## config.mk

```make
export PLATFORM = sky130hd
export DESIGN_NAME = ptr_sub_ret_unit
export DESIGN_NICKNAME = d
export VERILOG_FILES = /design/src/rtl/ptrsub_pkg.sv /design/src/rtl/ptrsub_decode.sv /design/src/rtl/ptrsub_ptrfile.sv /design/src/rtl/ptrsub_ctrl.sv /design/src/rtl/ptr_sub_ret_unit.sv
export SDC_FILE = /design/constraint.sdc
export NUM_CORES = 1
export LEC_CHECK = 0
export ABC_AREA = 1
export BUFFER_PORTS_ARGS = -buffer_cell sky130_fd_sc_hd__buf_2
export CORE_MARGIN = 3
export CORE_UTILIZATION = 45
export DETAILED_ROUTE_END_ITERATION = 6
export GPL_TIMING_DRIVEN = 0
export PLACE_DENSITY = 0.7
export SLEW_MARGIN = 20
export SYNTH_ARGS = -nofsm -noshare
export SYNTH_HDL_FRONTEND = slang
export SYNTH_HIERARCHICAL = 1
export SYNTH_SLANG_ARGS = --single-unit
```

## constraint.sdc

```tcl
create_clock -name clk -period 2.32 [get_ports clk]
set_input_delay 0.348 -clock clk [delete_from_list [all_inputs] [get_ports clk]]
set_output_delay 0.348 -clock clk [all_outputs]
set_load 0.05 [all_outputs]
```

## src/rtl/ptrsub_pkg.sv

```systemverilog
`timescale 1ns/1ps
package ptrsub_pkg;
    localparam int INSTR_W = 16;
    localparam int PFX_W   = 8;
    localparam int SEL_W   = 2;
    localparam int LIT_W   = 6;
    localparam int NUM_PTR = 3;
    localparam int RET_PTR = 2;
    localparam logic [PFX_W-1:0] OPC_PREFIX = 8'hE9;
    localparam logic [SEL_W-1:0] SEL_RET    = 2'b11;

    typedef enum logic [0:0] {
        ST_DECODE = 1'b0,
        ST_RETURN = 1'b1
    } ctrl_state_e;
endpackage

```

## src/rtl/ptrsub_decode.sv

```systemverilog
`timescale 1ns/1ps
module ptrsub_decode
    import ptrsub_pkg::*;
(
    input  logic [INSTR_W-1:0] instr_i,
    input  logic               valid_i,
    input  logic               accept_i,
    output logic               wr_en_o,
    output logic [SEL_W-1:0]   wr_sel_o,
    output logic [LIT_W-1:0]   lit_o,
    output logic               ret_go_o
);
    logic             prefix_hit;
    logic [SEL_W-1:0] field;
    logic             qualified;

    always_comb begin
        prefix_hit = (instr_i[INSTR_W-1 -: PFX_W] == OPC_PREFIX);
        field      = instr_i[LIT_W +: SEL_W];
        qualified  = valid_i && accept_i && prefix_hit;
        ret_go_o   = qualified && (field == SEL_RET);
        wr_en_o    = qualified;
        wr_sel_o   = (field == SEL_RET) ? SEL_W'(RET_PTR) : field;
        lit_o      = instr_i[LIT_W-1:0];
    end
endmodule

```

## src/rtl/ptrsub_ptrfile.sv

```systemverilog
`timescale 1ns/1ps
module ptrsub_ptrfile
    import ptrsub_pkg::*;
#(
    parameter int PTR_W = 12
) (
    input  logic                     clk,
    input  logic                     rst,
    input  logic                     wr_en_i,
    input  logic [SEL_W-1:0]         wr_sel_i,
    input  logic [LIT_W-1:0]         lit_i,
    output logic [NUM_PTR*PTR_W-1:0] ptr_flat_o
);
    localparam int PAD_W = PTR_W - LIT_W;

    logic [PTR_W-1:0] lit_ext;

    always_comb begin
        lit_ext = {{PAD_W{1'b0}}, lit_i};
    end

    for (genvar gi = 0; gi < NUM_PTR; gi++) begin : g_ptr
        logic [PTR_W-1:0] ptr_q;
        logic [PTR_W-1:0] ptr_dec;
        logic             hit;

        always_comb begin
            hit     = wr_en_i && (wr_sel_i == SEL_W'(gi));
            ptr_dec = ptr_q - lit_ext;
        end

        always_ff @(posedge clk) begin
            if (rst) begin
                ptr_q <= '0;
            end else if (hit) begin
                ptr_q <= ptr_dec;
            end
        end

        assign ptr_flat_o[gi*PTR_W +: PTR_W] = ptr_q;
    end
endmodule

```

## src/rtl/ptrsub_ctrl.sv

```systemverilog
`timescale 1ns/1ps
module ptrsub_ctrl
    import ptrsub_pkg::*;
#(
    parameter int PC_W = 16
) (
    input  logic            clk,
    input  logic            rst,
    input  logic            ret_go_i,
    input  logic [PC_W-1:0] tos_i,
    output logic            busy_o,
    output logic            pc_load_o,
    output logic [PC_W-1:0] pc_target_o,
    output logic            stack_pop_o,
    output logic            flush_o
);
    ctrl_state_e     state_q;
    ctrl_state_e     state_d;
    logic [PC_W-1:0] tos_q;

    // Next state: T_RET_ISSUE, T_RET_DONE, T_STAY
    always_comb begin
        state_d = state_q;
        unique case (state_q)
            ST_DECODE: if (ret_go_i) state_d = ST_RETURN;
            ST_RETURN: state_d = ST_DECODE;
            default:   state_d = ST_DECODE;
        endcase
    end

    // State register and return-address latch
    always_ff @(posedge clk) begin
        if (rst) begin
            state_q <= ST_DECODE;
            tos_q   <= '0;
        end else begin
            state_q <= state_d;
            if (state_q == ST_DECODE && ret_go_i) begin
                tos_q <= tos_i;
            end
        end
    end

    // Outputs by state
    always_comb begin
        busy_o      = 1'b0;
        pc_load_o   = 1'b0;
        stack_pop_o = 1'b0;
        flush_o     = 1'b0;
        pc_target_o = '0;
        unique case (state_q)
            ST_DECODE: begin
            end
            ST_RETURN: begin
                busy_o      = 1'b1;
                pc_load_o   = 1'b1;
                stack_pop_o = 1'b1;
                flush_o     = 1'b1;
                pc_target_o = tos_q;
            end
            default: begin
            end
        endcase
    end
endmodule

```

## src/rtl/ptr_sub_ret_unit.sv

```systemverilog
`timescale 1ns/1ps
module ptr_sub_ret_unit
    import ptrsub_pkg::*;
#(
    parameter int PTR_W = 12,
    parameter int PC_W  = 16
) (
    input  logic               clk,
    input  logic               rst,
    input  logic               instr_valid_i,
    input  logic [INSTR_W-1:0] instr_i,
    input  logic [PC_W-1:0]    tos_i,
    output logic               pc_load_o,
    output logic [PC_W-1:0]    pc_target_o,
    output logic               stack_pop_o,
    output logic               flush_o,
    output logic               busy_o,
    output logic [PTR_W-1:0]   ptr0_o,
    output logic [PTR_W-1:0]   ptr1_o,
    output logic [PTR_W-1:0]   ptr2_o
);
    logic                     wr_en;
    logic [SEL_W-1:0]         wr_sel;
    logic [LIT_W-1:0]         lit;
    logic                     ret_go;
    logic                     busy;
    logic [NUM_PTR*PTR_W-1:0] ptr_flat;

    ptrsub_decode u_decode (
        .instr_i  (instr_i),
        .valid_i  (instr_valid_i),
        .accept_i (!busy),
        .wr_en_o  (wr_en),
        .wr_sel_o (wr_sel),
        .lit_o    (lit),
        .ret_go_o (ret_go)
    );

    ptrsub_ptrfile #(.PTR_W(PTR_W)) u_ptrfile (
        .clk        (clk),
        .rst        (rst),
        .wr_en_i    (wr_en),
        .wr_sel_i   (wr_sel),
        .lit_i      (lit),
        .ptr_flat_o (ptr_flat)
    );

    ptrsub_ctrl #(.PC_W(PC_W)) u_ctrl (
        .clk         (clk),
        .rst         (rst),
        .ret_go_i    (ret_go),
        .tos_i       (tos_i),
        .busy_o      (busy),
        .pc_load_o   (pc_load_o),
        .pc_target_o (pc_target_o),
        .stack_pop_o (stack_pop_o),
        .flush_o     (flush_o)
    );

    assign busy_o = busy;
    assign ptr0_o = ptr_flat[0*PTR_W +: PTR_W];
    assign ptr1_o = ptr_flat[1*PTR_W +: PTR_W];
    assign ptr2_o = ptr_flat[2*PTR_W +: PTR_W];
endmodule

```

==> results.md, run 1 <==
* Outcome: finished, final reports clean
* Worst Path Required at 2.53 ns
* Final setup viols at 0
* Core Area at 7370 µm²
* Sw frac at 25.7%
* WP data arrival at 2.17 ns
* I/O Buffers at 84
* Unrepaired setup endpoints after global routing: no
* Sw power at 0.000413 W
* Post-synthesis net count at 599
* HP Start: rst
* Max-Cap Viols at 0
* Clk root buf: clkbuf_8
* CTS tree: built
* CP max FO at 6
* Worst-margin pin slew at 0.569 ns
* DR iter-0 viols at about 130
* Clock sink count at 53
* Max Slew Vio Count at 0
* Hold Crit Depth at 2
* Flops & latches, synth at 53
* # nets final at 690
* Post-Syn Area at about 3500 µm²
* Global route overflow at 0
* Fraction of layout cells with a size suffix above 1 at 20.0%
* Largest net degree at the start of global routing at 16
* Critical path startpoint category: flop
* Post-synthesis sequential area ratio at 30.6%
* Pint at 0.00119 W
* Pwr/cell area at 392 nW/µm²
* Worst hold margin at 0.252 ns
* Max-slew headroom at between 60% and 70%
* Starting density of the core at 47.1%
* Die width at 93.8 µm
* Setup Skew at 0.00678 ns
* Initial antenna violation count at 0
* R2R depth at 9
* Final min period at 1.96 ns
* CTS buffer count at 5
* Final hold vios at 0
* Upper clock frequency limit at 0.510 GHz
* Dpl hpwl at 6390 µm
* Hold_buf cts at 0
* Vias in the first global route at 3080
* FF-to-FF setup slack at 0.36 ns
* Vias per cell at 4.61
* Row cnt at 31
* Hold endpoint: u_ctrl/state_q
* Critical R2R Launch: u_ptrfile/g_ptr[0].ptr_q[0]
* Post-CTS sizing at 0
* Synth Instances at 543
* Post-route ant nets at 0
* Synth cell types at 31
* Worst skew pair latency at 0.31 ns
* Synth warn at 6
* Gr usage total at 18.8%
* Die Span Y at roughly 94 µm
* Clock share of power at around 33%
* Comb power frac at 10.2%
* Synth area leaders: dfxtp_1 31%, nand2_1 13%, inv_1 11%, nor2_1 9.9%, ha_1 6.5%
* Leak at 2.33 nW
* Setup bufs post-CTS at 0
* Reg power frac at 56.7%
* Final period util at between 80 and 90%
* Global-route wire length before repair at 13500 µm
* Diode count at 0
* Hold WC Path Type: in2reg
* Mapped Avg Cell Area at 6.39 µm²
* # DRC at 0
* R2R Path End: u_ptrfile/g_ptr[0].ptr_q[10]
* Fin util at 55.6%
* Routability cong. at 0.810
* Clock transition at path regs at about 0.1 ns
* CP Class: reg2reg
* TNS Setup at 0 ns
* I/O Pins at slightly above 90
* Layout overhead on the synthesized area at 18.1%
* CTS HTree Levels at 2
* Post-Route WL at just over 8000 µm
* Total die area at 8800 µm²
* Post-synth top area share at 30.6%
* WL/cell at 11.0 µm
* Via count at 3387
* CP Capture Type: flop
* Max Root-Sink Buffers at 2
* Synth area leader: dfxtp_1
* Worst VDD drop at 0.191 mV
* DR pass1 iterations at 4
## metal layers
metal	part of all wire, %	vias to the layer above	wire, µm	GRT usage (%)
met4	1.2	0	97	5.29
met1	45	1473	3680	23.3
met2	48	73	3870	32.8
met3	5.5	9	448	3.77
met5	0	-	0	0
li1	-	1832	-	-
## worst max-delay path by stage
| stage | startpoint | end | slack [ns] | cells after the start |
|---|---|---|---|---|
| finish | u_ptrfile/g_ptr[0].ptr_q[0] | u_ptrfile/g_ptr[0].ptr_q[10] | 0.36 | 9 |
| global route | u_ptrfile/g_ptr[0].ptr_q[0] | u_ptrfile/g_ptr[0].ptr_q[8] | 0.14 | 8 |
| CTS | u_ptrfile/g_ptr[0].ptr_q[0] | u_ptrfile/g_ptr[0].ptr_q[8] | 0.38 | 9 |
| detailed placement | instr_i[0] | u_ptrfile/g_ptr[2].ptr_q[8] | 0.25 | 9 |
| global placement | instr_i[0] | u_ptrfile/g_ptr[0].ptr_q[10] | 0.31 | 9 |
| floorplan | u_ptrfile/g_ptr[2].ptr_q[0] | u_ptrfile/g_ptr[2].ptr_q[8] | 0.28 | 9 |
## logic make-up after synthesis
logic type               count (synthesis)  synth area share, %
AND/OR/NAND/NOR                        286                 36.2
buffers and inverters                  133                 16.7
flip-flops                              53                 30.6
AO/OA/AOI/OAI                           41                 6.06
adder cells (fa/ha/maj)                 21                 8.22
XOR/XNOR                                 9                 2.27
## cell usage after synthesis, drive strengths merged
cell type,number
and2,1
xor2,4
nor2,97
nand4,12
o21ai,16
buf,21
or2,3
a21boi,1
nor3,7
nand2,118
xnor2,5
inv,109
clkbuf,3
o21bai,1
nand3,47
fa,3
and3,1
ha,18
a21oi,23
dfxtp,53
## layout make-up
cell class	count	area, µm²
Tap cell	99	124
Inverter	109	414
Sequential cell	53	1060
Fill cell	770	3270
Clock inverter	1	7.51
Clock buffer	7	76.3
Buffer	24	164
Timing Repair Buffer	84	420
Multi-Input combinational cell	357	1830
## state kept, by name, indices dropped and copies added (netlist names)
signal                 cells
u_ptrfile/g_ptr.ptr_q     36
u_ctrl/state_q             1
u_ctrl/tos_q              16
## power groups by stage
stage,clock network [W],logic (W),registers [W]
2_1_floorplan,0,0.000109,0.000933
3_3_place_gp,0,0.000158,0.000931
3_5_place_dp,0,0.000164,0.000931
4_1_cts,0.000553,0.000165,0.000910
5_1_grt,0.000591,0.000187,0.000911
6_report,0.000532,0.000164,0.000910
## worst max-delay path, cell delays in order, from the launching register on
cell,delay (ns)
dfxtp_1,0.35
inv_1,0.05
ha_1,0.20
fa_1,0.41
o21ai_0,0.35
nand2_1,0.23
nand3_1,0.12
nand2_1,0.05
inv_1,0.05
nor2_1,0.04
## per-stage QoR
step	cells	setup WS (ns)	total power, W	area (µm²)
2_1_floorplan	543	0.280	0.00104	3470
3_3_place_gp	726	0.310	0.00109	4020
3_5_place_dp	726	0.254	0.00109	4020
4_1_cts	734	0.376	0.00163	4100
5_1_grt	734	0.142	0.00169	4100
6_report	734	0.361	0.00161	4100
## layout by cell type (no fill, tap or decap), types with 3 or more instances in the layout
| cell type | n |
|---|---|
| a21oi_1 | 23 |
| buf_2 | 89 |
| buf_4 | 10 |
| buf_6 | 4 |
| clkbuf_1 | 5 |
| clkbuf_8 | 5 |
| dfxtp_1 | 53 |
| fa_1 | 3 |
| ha_1 | 18 |
| inv_1 | 105 |
| nand2_1 | 116 |
| nand3_1 | 45 |
| nand4_1 | 12 |
| nor2_1 | 92 |
| nor3_1 | 5 |
| o21ai_0 | 16 |
| or2_2 | 3 |
| xnor2_1 | 5 |
| xor2_1 | 4 |
(Power assumes the default switching activity.)
==> inputs of run 2 (changes only) <==
PLACE_DENSITY = 0.72   (was 0.7)
clock period = 1.6 ns   (was 2.32 ns; I/O delays follow)
==> run 2 against run 1 <==
The run now ends with negative setup slack left. Largest power group unchanged. Core utilization rose by 7.6 points. Worst hold slack got worse by 0.11 ns. Die area is the same. Power increased by 58%. Fmax grew 22%. Design area up 14%. Global-route usage grew 0.19 points. Cell count grew 2.9%. Highest routed layer unchanged.
==> results.md, run 2 (synthesis results as in run 1) <==
* Outcome: finished, violations left
* Failing checks: negative setup slack
* Routability cong. at 0.826 (+2.0%)
* Global-route wire length before repair at 13700 µm (+1.7%)
* CTS HTree Levels at 2 (unchanged)
* Max-Cap Viols at 0 (unchanged)
* DR iter-0 viols at 114 (-11%)
* Final hold vios at 0 (unchanged)
* I/O Buffers at 84 (unchanged)
* Worst Path Required at 1.84 ns (-0.69 ns)
* Global route overflow at 0 (unchanged)
* Vias per cell at 4.69 (+1.6%)
* Max FFs per register at 36 (unchanged)
* Worst Setup SP: u_ptrfile/g_ptr[0].ptr_q[0]
* Hold_buf cts at 0 (unchanged)
* R2R Path End: u_ptrfile/g_ptr[0].ptr_q[8]
* Die Span Y at 93.8 µm (unchanged)
* WP data arrival at 1.85 ns (-0.32 ns)
* Max-slew headroom at 61.1% (-0.94 points)
* Fin cells at 755 (+2.9%)
* Via count at 3541 (+4.5%)
* Final min period at 1.61 ns (-0.347 ns)
* End of the critical path: u_ptrfile/g_ptr[0].ptr_q[8]
* CP max FO at 6 (unchanged)
* Layout overhead on the synthesized area at 34.1%
* Diode count at 0 (unchanged)
* Clk root buf: clkbuf_8
* DR pass1 iterations at 5 (+1)
* Critical path startpoint category: flop
* Fraction of layout cells with a size suffix above 1 at 32.0% (+12 points)
* Worst skew pair latency at 0.31 ns (about the same)
* Max Slew Vio Count at 0 (unchanged)
* CP Class: reg2reg
* Commonest non-fill, non-tap cell in the layout: nand2_1
* Area after DPL at 4080 µm² (+1.6%)
* Core Area at 7370 µm² (unchanged)
* Worst hold margin at 0.144 ns (-0.108 ns)
* Leak at 2.56 nW (+9.6%)
* Vias in the first global route at 3191 (+3.6%)
* I/O Pins at 91 (unchanged)
* Max Root-Sink Buffers at 2 (unchanged)
* Placed cells at 726 (unchanged)
* Post-route cell area at 4660 µm² (+14%)
* Worst VDD drop at 0.353 mV (+85%)
* CP Capture Type: flop
* Post-route ant nets at 0 (unchanged)
* FILL cells at 678 (-12%)
* Clock transition at path regs at 0.09 ns (about the same)
* Worst-margin pin slew at 0.581 ns (+0.0120 ns)
* Most frequent cells in the layout: 110 x nand2_1, 99 x inv_1, 86 x nor2_1
* Final setup viols at 1 (+1)
* Final worst slack at -0.0126 ns (-0.373 ns)
* Gr usage total at 19.0% (+0.19 points)
* CTS buffer count at 5 (unchanged)
* Setup Skew at 0.00758 ns (+0.000801 ns)
* Starting density of the core at 47.1% (unchanged)
* R2R depth at 8 (-1)
* FF-to-FF setup slack at -0.01 ns (-0.37 ns)
* # nets final at 711 (+3.0%)
* Pwr/cell area at 546 nW/µm² (+39%)
* Biggest register: u_ptrfile/g_ptr.ptr_q
* Fin util at 63.2% (+7.6 points)
* Die width at 93.8 µm (unchanged)
* Unrepaired setup endpoints after global routing: yes
* Dpl hpwl at 6410 µm (+0.36%)
* Upper clock frequency limit at 0.620 GHz (+22%)
* Clock sink count at 53 (unchanged)
* Post-Route WL at 8780 µm (+8.5%)
* Biggest registers after layout: u_ptrfile/g_ptr.ptr_q (36), u_ctrl/tos_q (16), u_ctrl/state_q (1)
* Total die area at 8800 µm² (unchanged)
* Final period util at 101% (+16 points)
* Row cnt at 31 (unchanged)
* WL/cell at 11.6 µm (+5.5%)
* Largest net degree at the start of global routing at 20 (+4)
* Critical R2R Launch: u_ptrfile/g_ptr[0].ptr_q[0]
* # DRC at 0 (unchanged)
* Hold WC Path Type: in2reg
* CTS tree: built
* Initial antenna violation count at 0 (unchanged)
==> run 2: cell type report <==
| cell class | instances | area [µm²] | share of cell area (%) |
|---|---|---|---|
| Multi-Input combinational cell | 357 | 2070 | 44.5 |
| Sequential cell | 53 | 1100 | 23.6 |
| Timing Repair Buffer | 107 | 646 | 13.9 |
| Inverter | 109 | 424 | 9.11 |
| Buffer | 22 | 176 | 3.79 |
| Tap cell | 99 | 124 | 2.66 |
| Clock buffer | 7 | 86.3 | 1.85 |
| Clock inverter | 1 | 30.0 | 0.645 |
==> run 2: metrics by stage <==
stage	worst slack [ns]	total power (W)	setup TNS [ns]
2_1_floorplan	0.0147	0.00151	0
3_3_place_gp	-0.132	0.00158	-0.808
3_5_place_dp	-0.159	0.00159	-1.65
4_1_cts	-0.0272	0.00255	-0.0690
5_1_grt	-0.118	0.00266	-1.75
6_report	-0.0126	0.00254	-0.0126
==> run 2: worst min-delay path by stage <==
stage	end	depth (start not counted)	start	slack, ns
final	u_ctrl/state_q	2	rst	0.14
after global routing	u_ctrl/state_q	2	rst	0.13
after CTS	u_ctrl/state_q	2	rst	0.14
after detailed placement	u_ctrl/state_q	2	rst	0.47
after global placement	u_ctrl/tos_q[4]	2	u_ctrl/tos_q[4]	0.46
after floorplan	u_ctrl/state_q	1	rst	0.31
==> run 2: power breakdown <==
part / total, W / leakage (nW) / internal, W / switching (W)
clock network: 0.000955 / 0.0585 / 0.000511 / 0.000444
logic: 0.000275 / 2.06 / 0.000115 / 0.000159
registers: 0.00131 / 0.438 / 0.00131 / 0.000000853
==> run 2: timing repair <==
item / 4_1_cts / 5_1_grt
resized for setup: 15 / 75
setup buffers: 5 / 16
setup endpoints to repair: 39 / 34
cloned: 0 / 2
pin swaps: 3 / 56
==> run 2: critical path, stage by stage, from the launching register on <==
cell and delay (ns):
dfxtp_4 0.36, inv_2 0.04, ha_4 0.16, fa_2 0.39
o21ai_4 0.22, nand2_4 0.10, nand4_1 0.08, nand2_1 0.06
nor2_1 0.14
==> run 2: layer usage <==
metal  global-route usage, %  vias up  share of wire (%)
li1                        -     1872                  -
met1                    21.5     1579                 43
met2                    35.3       80                 50
met3                    4.01       10                5.2
met4                    5.42        0                1.5
met5                       0        -                  0
==> inputs of run 3 (changes only) <==
CORE_MARGIN = 8   (was 3)
SKIP_CTS_REPAIR_TIMING = 1   (was not set)
==> run 3 against run 2 <==
Largest cell class unchanged. The flow still finishes with violations (negative setup slack). Core utilization shrank 3.7 points. Combinational power is essentially flat. Critical path type unchanged. Register-to-register slack lost 0.04 ns. Sequential share of layout area grew 0.67 points. Cell count shrank 0.53%. Worst hold slack gained 0.0055 ns. Via count grew 0.11%. Flip-flop and latch count is the same.
==> results.md, run 3 (synthesis results as in run 1) <==
* Dpl hpwl at 6740 µm (+5.2%)
* Upper clock frequency limit at 0.605 GHz (-2.4%)
* Max Root-Sink Buffers at 2 (unchanged)
* CTS HTree Levels at 2 (unchanged)
* Pwr/cell area at 522 nW/µm² (-4.3%)
* Biggest registers after layout: u_ptrfile/g_ptr.ptr_q (36), u_ctrl/tos_q (16), u_ctrl/state_q (1)
* CTS tree: built
* Core Area at 7610 µm² (+3.2%)
* Crit path buf inv count at 4 (+3)
* Hold Crit Depth at 2 (unchanged)
* # DRC at 0 (unchanged)
* Final hold vios at 0 (unchanged)
* Fin util at 59.5% (-3.7 points)
* Setup Skew at 0.00620 ns (-0.00137 ns)
* Post-route ant nets at 0 (unchanged)
* Final setup viols at 5 (+4)
* Max FFs per register at 36 (unchanged)
* Final period util at 103% (+2.5 points)
* Die width at 104 µm (+11%)
* Fraction of layout cells with a size suffix above 1 at 30.5% (-1.5 points)
* CTS buffer count at 5 (unchanged)
* Hold WC Path Type: in2reg
* Sequential standard cell area at 1100 µm² (unchanged)
* Outcome: finished, violations left
* Layout overhead on the synthesized area at 30.4%
* Worst VDD drop at 0.289 mV (-18%)
* Delay-heaviest family, CP: simple AND/OR/NAND/NOR gates
* I/O Buffers at 84 (unchanged)
* CP Class: reg2reg
* Clock transition at path regs at 0.09 ns (about the same)
* Final worst slack at -0.0524 ns (-0.0398 ns)
* Levels on crit path at 13 (+5)
* R2R depth at 13 (+5)
* Routability cong. at 0.835 (+1.0%)
* Vias per cell at 4.72 (+0.65%)
* Worst-margin pin slew at 0.651 ns (+0.0700 ns)
* Clk root buf: clkbuf_8
* Max incr delay on CP at 0.37 ns (-0.02 ns)
* Clock sink count at 53 (unchanged)
* WP data arrival at 1.89 ns (+0.04 ns)
* # nets final at 704 (-0.98%)
* I/O Pins at 91 (unchanged)
* WL/cell at 12.0 µm (+3.1%)
* Critical-path cell list: inv_2 -> nand2_2 -> nor2_2 -> nand3_2 -> inv_4 -> nand2_4 -> nor2_4 -> buf_12 -> and2_4 -> nand3_1 -> nand2_1 -> inv_1 -> nor2_1
* Die Span Y at 104 µm (+11%)
* Leak at 2.50 nW (-2.3%)
* Final min period at 1.65 ns (+0.0398 ns)
* Commonest non-fill, non-tap cell in the layout: nand2_1
* Worst skew pair latency at 0.30 ns (about the same)
* Failing checks: negative setup slack
* DR iter-0 viols at 103 (-9.6%)
* Global route overflow at 0 (unchanged)
* Max-Cap Viols at 0 (unchanged)
* Unrepaired setup endpoints after global routing: yes
* Max-slew headroom at 56.4% (-4.7 points)
* Placed cells at 729 (+0.41%)
* Global-route wire length before repair at 14600 µm (+6.3%)
* DR pass1 iterations at 4 (-1)
* Diode count at 0 (unchanged)
* FILL cells at 735 (+8.4%)
* Initial antenna violation count at 0 (unchanged)
* Post-Route WL at 9010 µm (+2.6%)
* CP max FO at 6 (unchanged)
* Fin cells at 751 (-0.53%)
* Multi-input logic area at 2030 µm² (-1.9%)
* Worst Path Required at 1.84 ns (about the same)
* Max Slew Vio Count at 0 (unchanged)
* Starting density of the core at 45.6% (-1.5 points)
* Critical path startpoint category: flop
* Vias in the first global route at 3359 (+5.3%)
* Total die area at 10800 µm² (+22%)
* Row cnt at 32 (+3.2%)
* Via count at 3545 (+0.11%)
* Most frequent cells in the layout: 109 x nand2_1, 100 x inv_1, 88 x nor2_1
* Worst hold margin at 0.150 ns (+0.00552 ns)
* Slowest-stage cell, CP: dfxtp_4
* Biggest register: u_ptrfile/g_ptr.ptr_q
* Gr usage total at 15.5% (-3.4 points)
* CP Capture Type: flop
* Largest net degree at the start of global routing at 16 (-20%)
==> run 3: layout make-up <==
cell class / count / area share, %
Multi-Input combinational cell: 357 / 44.9
Sequential cell: 53 / 24.2
Buffer: 23 / 3.81
Inverter: 109 / 9.31
Tap cell: 102 / 2.82
Timing Repair Buffer: 99 / 12.9
Clock buffer: 8 / 1.99
==> run 3: layer usage <==
layer / routed length, µm / track usage, % / vias to the layer above
met2: 4450 / 28.9 / 94
li1: - / - / 1868
met5: 0 / 0 / -
met1: 3880 / 16.8 / 1570
met4: 146 / 3.72 / 0
met3: 527 / 4.52 / 13
==> run 3: metrics by stage <==
step	cell area [µm²]	worst slack (ns)	TNS (ns)	power (W)
after global routing	4530	-0.121	-1.30	0.00248
after floorplan	3530	0.0147	0	0.00151
after CTS	4170	-0.127	-2.62	0.00238
after global placement	4080	-0.137	-0.880	0.00158
after detailed placement	4080	-0.165	-1.52	0.00158
final	4530	-0.0524	-0.138	0.00237
==> run 3: worst reg2reg max path, delay by kind of cell, from the launching register on <==
kind          cells  cell delay, ns
simple gates      9            0.89
flops             1            0.37
buf+inv           4            0.34
==> run 3: where the power goes <==
group | total [W] | switching (W) | internal (W)
clock | 0.000778 | 0.000424 | 0.000354
sequential | 0.00131 | 0.000000834 | 0.00131
combinational | 0.000276 | 0.000161 | 0.000115
total | 0.00237 | 0.000586 | 0.00178
==> run 3: worst paths after layout <==
check	slack, ns	from	to
max	-0.05	u_ctrl/state_q	u_ptrfile/g_ptr[0].ptr_q[8]
min	0.15	rst	u_ctrl/state_q
max reg2reg	-0.05	u_ctrl/state_q	u_ptrfile/g_ptr[0].ptr_q[8]
min reg2reg	0.49	u_ctrl/tos_q[0]	u_ctrl/tos_q[0]
